`src/rtl/pxf_pkg.sv`:
```
package pxf_pkg;

    typedef enum logic [1:0] {
        XM_NONE     = 2'b00,
        XM_RES_ZERO = 2'b01,
        XM_SRC_KEY  = 2'b10,
        XM_DST_KEY  = 2'b11
    } xmode_t;

    typedef enum logic {
        ST_EMPTY = 1'b0,
        ST_FULL  = 1'b1
    } stage_st_t;

endpackage

```
`src/rtl/pxf_cfg_regs.sv`:
```
module pxf_cfg_regs
    import pxf_pkg::*;
#(
    parameter int PIX_W = 8
) (
    input  logic             clk,
    input  logic             rst_n,
    input  logic             cfg_we,
    input  logic [1:0]       cfg_mode,
    input  logic [PIX_W-1:0] cfg_key,
    output xmode_t           mode_q,
    output logic [PIX_W-1:0] key_q
);

    // Config is registered: a pixel accepted at the write edge still sees the old values.
    always_ff @(posedge clk) begin
        if (!rst_n) begin
            mode_q <= XM_NONE;
            key_q  <= '0;
        end else if (cfg_we) begin
            mode_q <= xmode_t'(cfg_mode);
            key_q  <= cfg_key;
        end
    end

endmodule

```
`src/rtl/pxf_lane_test.sv`:
```
module pxf_lane_test
    import pxf_pkg::*;
#(
    parameter int PIX_W = 8
) (
    input  xmode_t           mode,
    input  logic [PIX_W-1:0] key,
    input  logic [PIX_W-1:0] src_px,
    input  logic [PIX_W-1:0] dst_px,
    input  logic [PIX_W-1:0] res_px,
    output logic             keep
);

    always_comb begin
        unique case (mode)
            XM_NONE:     keep = 1'b1;
            XM_RES_ZERO: keep = (res_px != '0);
            XM_SRC_KEY:  keep = (src_px != key);
            XM_DST_KEY:  keep = (dst_px != key);
            default:     keep = 1'b1;
        endcase
    end

endmodule

```
`src/rtl/pxf_out_stage.sv`:
```
module pxf_out_stage
    import pxf_pkg::*;
#(
    parameter int LANES = 4,
    parameter int WORD_W = 32
) (
    input  logic              clk,
    input  logic              rst_n,
    input  logic              in_valid,
    output logic              in_ready,
    input  logic [WORD_W-1:0] in_data,
    input  logic [LANES-1:0]  in_keep,
    output logic              out_valid,
    input  logic              out_ready,
    output logic [WORD_W-1:0] out_data,
    output logic [LANES-1:0]  out_we,
    output logic              accept
);

    stage_st_t state_q, state_d;
    logic [WORD_W-1:0] data_q;
    logic [LANES-1:0]  we_q;

    assign accept = in_valid && in_ready;

    // State register
    always_ff @(posedge clk) begin
        if (!rst_n) begin
            state_q <= ST_EMPTY;
        end else begin
            state_q <= state_d;
        end
    end

    // Next state
    always_comb begin
        state_d = state_q;
        unique case (state_q)
            ST_EMPTY: if (in_valid) state_d = ST_FULL;
            ST_FULL:  if (out_ready && !in_valid) state_d = ST_EMPTY;
            default:  state_d = ST_EMPTY;
        endcase
    end

    // Payload holding register
    always_ff @(posedge clk) begin
        if (!rst_n) begin
            data_q <= '0;
            we_q   <= '0;
        end else if (accept) begin
            data_q <= in_data;
            we_q   <= in_keep;
        end
    end

    // Outputs
    always_comb begin
        unique case (state_q)
            ST_EMPTY: begin
                in_ready  = 1'b1;
                out_valid = 1'b0;
            end
            ST_FULL: begin
                in_ready  = out_ready;
                out_valid = 1'b1;
            end
            default: begin
                in_ready  = 1'b0;
                out_valid = 1'b0;
            end
        endcase
        out_data = data_q;
        out_we   = we_q;
    end

endmodule

```
`src/rtl/pxf_drop_counter.sv`:
```
module pxf_drop_counter #(
    parameter int LANES = 4,
    parameter int CNT_W = 16
) (
    input  logic             clk,
    input  logic             rst_n,
    input  logic             accept,
    input  logic [LANES-1:0] keep,
    output logic [CNT_W-1:0] count
);

    localparam int DROP_W = $clog2(LANES + 1);

    logic [DROP_W-1:0] drops;

    always_comb begin
        drops = '0;
        for (int i = 0; i < LANES; i++) begin
            drops = drops + DROP_W'(!keep[i]);
        end
    end

    always_ff @(posedge clk) begin
        if (!rst_n) begin
            count <= '0;
        end else if (accept) begin
            count <= count + CNT_W'(drops);
        end
    end

endmodule

```
`src/rtl/pixel_xparent_filter.sv`:
```
module pixel_xparent_filter
    import pxf_pkg::*;
#(
    parameter int PIX_W = 8,
    parameter int LANES = 4,
    parameter int CNT_W = 16
) (
    input  logic                   clk,
    input  logic                   rst_n,
    input  logic                   cfg_we,
    input  logic [1:0]             cfg_mode,
    input  logic [PIX_W-1:0]       cfg_key,
    input  logic                   in_valid,
    output logic                   in_ready,
    input  logic [LANES*PIX_W-1:0] in_src,
    input  logic [LANES*PIX_W-1:0] in_dst,
    input  logic [LANES*PIX_W-1:0] in_res,
    output logic                   out_valid,
    input  logic                   out_ready,
    output logic [LANES*PIX_W-1:0] out_data,
    output logic [LANES-1:0]       out_we,
    output logic [CNT_W-1:0]       drop_count
);

    localparam int WORD_W = LANES * PIX_W;

    xmode_t           mode_q;
    logic [PIX_W-1:0] key_q;
    logic [LANES-1:0] lane_keep;
    logic             accept;

    pxf_cfg_regs #(.PIX_W(PIX_W)) u_cfg (
        .clk      (clk),
        .rst_n    (rst_n),
        .cfg_we   (cfg_we),
        .cfg_mode (cfg_mode),
        .cfg_key  (cfg_key),
        .mode_q   (mode_q),
        .key_q    (key_q)
    );

    for (genvar g = 0; g < LANES; g++) begin : g_lane
        pxf_lane_test #(.PIX_W(PIX_W)) u_test (
            .mode   (mode_q),
            .key    (key_q),
            .src_px (in_src[g*PIX_W +: PIX_W]),
            .dst_px (in_dst[g*PIX_W +: PIX_W]),
            .res_px (in_res[g*PIX_W +: PIX_W]),
            .keep   (lane_keep[g])
        );
    end

    pxf_out_stage #(.LANES(LANES), .WORD_W(WORD_W)) u_stage (
        .clk       (clk),
        .rst_n     (rst_n),
        .in_valid  (in_valid),
        .in_ready  (in_ready),
        .in_data   (in_res),
        .in_keep   (lane_keep),
        .out_valid (out_valid),
        .out_ready (out_ready),
        .out_data  (out_data),
        .out_we    (out_we),
        .accept    (accept)
    );

    pxf_drop_counter #(.LANES(LANES), .CNT_W(CNT_W)) u_cnt (
        .clk    (clk),
        .rst_n  (rst_n),
        .accept (accept),
        .keep   (lane_keep),
        .count  (drop_count)
    );

endmodule

```
`config.mk`:
```
export PLATFORM = sky130hd
export DESIGN_NAME = pixel_xparent_filter
export DESIGN_NICKNAME = d
export VERILOG_FILES = /design/src/rtl/pxf_pkg.sv /design/src/rtl/pxf_cfg_regs.sv /design/src/rtl/pxf_lane_test.sv /design/src/rtl/pxf_out_stage.sv /design/src/rtl/pxf_drop_counter.sv /design/src/rtl/pixel_xparent_filter.sv
export SDC_FILE = /design/constraint.sdc
export NUM_CORES = 1
export LEC_CHECK = 0
export BUFFER_PORTS_ARGS = -buffer_cell sky130_fd_sc_hd__clkbuf_2
export CAP_MARGIN = 20
export CORE_AREA = 10 10 135 112
export DETAILED_ROUTE_END_ITERATION = 10
export DIE_AREA = 0 0 145 122
export PLACE_DENSITY = 0.56
export SLEW_MARGIN = 20
export SYNTH_ARGS = -nofsm -noshare
export SYNTH_HDL_FRONTEND = slang
export SYNTH_SLANG_ARGS = --single-unit
```
`constraint.sdc`:
```
create_clock -name clk -period 6.2 [get_ports clk]
set_input_delay 1.55 -clock clk [delete_from_list [all_inputs] [get_ports clk]]
set_output_delay 1.55 -clock clk [all_outputs]
set_load 0.005 [all_outputs]
```
==> reports/qor.txt <==
Worst Skew: 0.00528 ns
Sink Count: 63
GRT Total Usage: 13.7%
Vias in the first global route: 3703
ANT nets after route: 0
Vias per cell: 4.66
Fraction of layout cells with a size suffix above 1: 32.3%
FF+latch area: 1260 sq um
Largest fanout on the critical path: 3
Via count: 3576
Setup repair after global routing missed its margin: no
Clock Pin Slew Worst Setup and Hold Paths: 0.05 ns
Period utilization: 75.6%
First drt pass iteration count: 4
First-pass GRT wire length: 19500 um
Hold Crit Depth: 2
Class of the worst hold path: register to register
Post-synthesis average cell area: 8.33 sq um
Area grow syn2layout: 33.1%
CTS resizes: 0
Top FF cell, synth: dfxtp_1
Grt total ovfl: 0
Per-cell routed wire length: 16.1 um
TritonCTS clock tree: yes
Pleak: 2.22 nW
PD cells: 236 nW/um^2
Post-Route Utilization: 38.9%
Fin nets: 705
TritonCTS buffer count: 9
Die height: 122 um
Cell count after synthesis: 440
# fillers: 1306
Die area: 17700 sq um
Multi-input gate area: 2170 sq um
Max cap viols: 0
Worst r2r dst: u_cnt.count[14]$_SDFFE_PN0P_
Arr. time, crit path: 4.91 ns
Post-Syn Area: 3670 sq um
Slew @ Worst Pin: 0.683 ns
Setup Viol. Count Final: 0
Worst Reg2Reg Path Length in Cells: 16
IO Port Bufs: 164
Fraction of registers with async set or reset after synthesis: 0%
Root Driver: clkbuf_16
Worst hold slack: 0.457 ns
WL final: 12300 um
N_diodes: 0
Total Neg Setup Slack: 0 ns
Clock Latency Late Sink: 0.33 ns
Width of the die: 145 um
Final min period: 4.69 ns
GP Congestion: 0.861
Final max-slew violation count: 0
Ports: 165
Row count: 37
Final hold violations: 0
Initial antenna violation count: 0
Reg2Reg Setup Slack: 1.70 ns
Syn Nets: 558
DRC errors left: 0
CTS max path bufs: 2
Starting density of the core: 29.2%
Slew headroom: 54.4%
Fmax: 0.213 GHz
Yosys reg bits: 63
Largest net degree at the start of global routing: 67
Worst Hold Endpoint: u_stage.out_we[3]$_SDFFE_PN0P_
Status: completed
DP HPWL: 9750 um
Yosys cell types: 54
Critical path type: primary input to register
Hold path startpoint: u_stage.out_we[3]$_SDFFE_PN0P_
Detailed Route Iter0 Violations: 143
RR Startpoint: u_cfg.mode_q[0]$_SDFFE_PN0P_
H-tree Lvls: 3
VDD IR max: 0.136 mV
Setup Fix Bufs, Post-CTS: 0
Worst setup EP type: register
Core area: 12500 sq um
Power, Total: 1.15 mW
EDFF count, synth: 0
Seq/Total Area, Yosys: 34.4%
Nature of the critical path startpoint: primary input
Cts hold-fix bufs: 0
Required time of the critical path: 6.42 ns
Yosys warnings: 0
## registers in the layout, summed over array words and instances (netlist names)
register	cells
u_cfg.key_q	8
u_stage.state_q	1
u_stage.out_we	4
u_stage.out_data	32
u_cfg.mode_q	2
u_cnt.count	16
## metrics by stage
| stage | std cells | setup slack, ns | instance area (sq um) |
|---|---|---|---|
| 2_1_floorplan | 440 | 1.78 | 3670 |
| 6_report | 767 | 1.51 | 4880 |
| 4_1_cts | 767 | 1.48 | 4880 |
| 5_1_grt | 767 | 1.23 | 4880 |
| 3_5_place_dp | 751 | 1.15 | 4560 |
| 3_3_place_gp | 751 | 1.17 | 4560 |
## how the worst max path moves through the flow
stage	slack [ns]	endpoint	startpoint
2_1_floorplan	1.78	u_cnt.count[5]$_SDFFE_PN0P_	in_src[21]
3_3_place_gp	1.17	u_cnt.count[14]$_SDFFE_PN0P_	in_dst[11]
3_5_place_dp	1.15	u_cnt.count[10]$_SDFFE_PN0P_	in_dst[11]
4_1_cts	1.48	u_cnt.count[10]$_SDFFE_PN0P_	in_dst[11]
5_1_grt	1.23	u_cnt.count[12]$_SDFFE_PN0P_	in_dst[11]
6_report	1.51	u_cnt.count[14]$_SDFFE_PN0P_	in_dst[11]
## worst max-delay path, cell delays in order
cell and delay [ns]:
clkbuf_2 0.08, mux2i_1 0.19, xnor2_1 0.16, nand3_1 0.11, a2111oi_2 0.30, nand3_1 0.19
nand2_1 0.12, ha_1 0.22, inv_1 0.07, fa_1 0.40, inv_1 0.06, ha_1 0.18
fa_1 0.22, a21oi_1 0.12, nor4_1 0.51, nand2_1 0.14, xnor2_1 0.15, and2_1 0.15
## metal layers
layer / GRT usage [%] / vias to the layer above / wire (um) / part of all wire [%]
li1: - / 1806 / - / -
met1: 16.4 / 1662 / 5490 / 45
met2: 22.4 / 104 / 5850 / 47
met3: 6.00 / 4 / 935 / 7.6
met4: 2.68 / 0 / 42 / 0.34
met5: 0 / - / 0 / 0
## synthesized netlist by cell type, types with 3 or more instances
cell type,instances,area share [%]
nand2_1,90,9.2
a32oi_1,3,0.72
nand3_1,13,1.8
inv_2,3,0.31
a21boi_0,35,7.2
o2111ai_1,3,0.72
buf_2,11,1.5
xor2_1,10,2.4
ha_1,5,1.7
nor2_1,9,0.92
clkbuf_1,14,1.4
dfxtp_1,63,34
a221oi_1,3,0.72
and3_1,7,1.2
nor4_1,9,1.5
nor2b_1,14,2.4
inv_1,15,1.5
a21oi_1,7,0.96
buf_6,5,1.5
o21ai_0,6,0.82
nor3_1,5,0.68
and2_1,16,2.7
nand2b_1,5,0.85
mux2i_1,18,4.9
xnor2_1,31,7.4
nand4_1,4,0.68
## cells in the final DEF (no fill, tap or decap), types with 4 or more instances in the layout
cell       instances
clkbuf_2         164
nand2_1           90
dfxtp_1           63
a21boi_0          35
xnor2_1           31
mux2i_1           18
and2_1            16
inv_1             15
nor2b_1           14
nand3_1           13
xor2_1            10
nor2_1             9
nor4_1             9
clkbuf_16          9
and3_1             7
a21oi_1            7
o21ai_0            6
nand2b_1           5
nor3_1             5
ha_1               5
nand4_1            4
## where the power goes
part / switching, mW / internal [mW] / total, mW
combinational: 0.0810 / 0.0781 / 0.159
sequential: 0.0207 / 0.424 / 0.445
clock: 0.185 / 0.363 / 0.547
## cell families (layout without fill, tap and decap cells)
kind of cell,Yosys count,count (layout),synth area share [%]
compound gates,83,83,17.3
xor+xnor,41,41,9.79
fa+ha+maj,7,7,2.80
buf+inv,49,201,6.52
flops,63,63,34.4
mux,18,18,4.91
simple gates,179,179,24.3
## final cells by class
cell class	instances	area share (%)
multi-input combinational	328	44.4
sequential	63	25.8
timing repair buffer	167	17.3
clock buffer	11	4.97
tap	175	4.48
clock inverter	5	1.67
inverter	18	1.38
(Power assumes the default switching activity.)
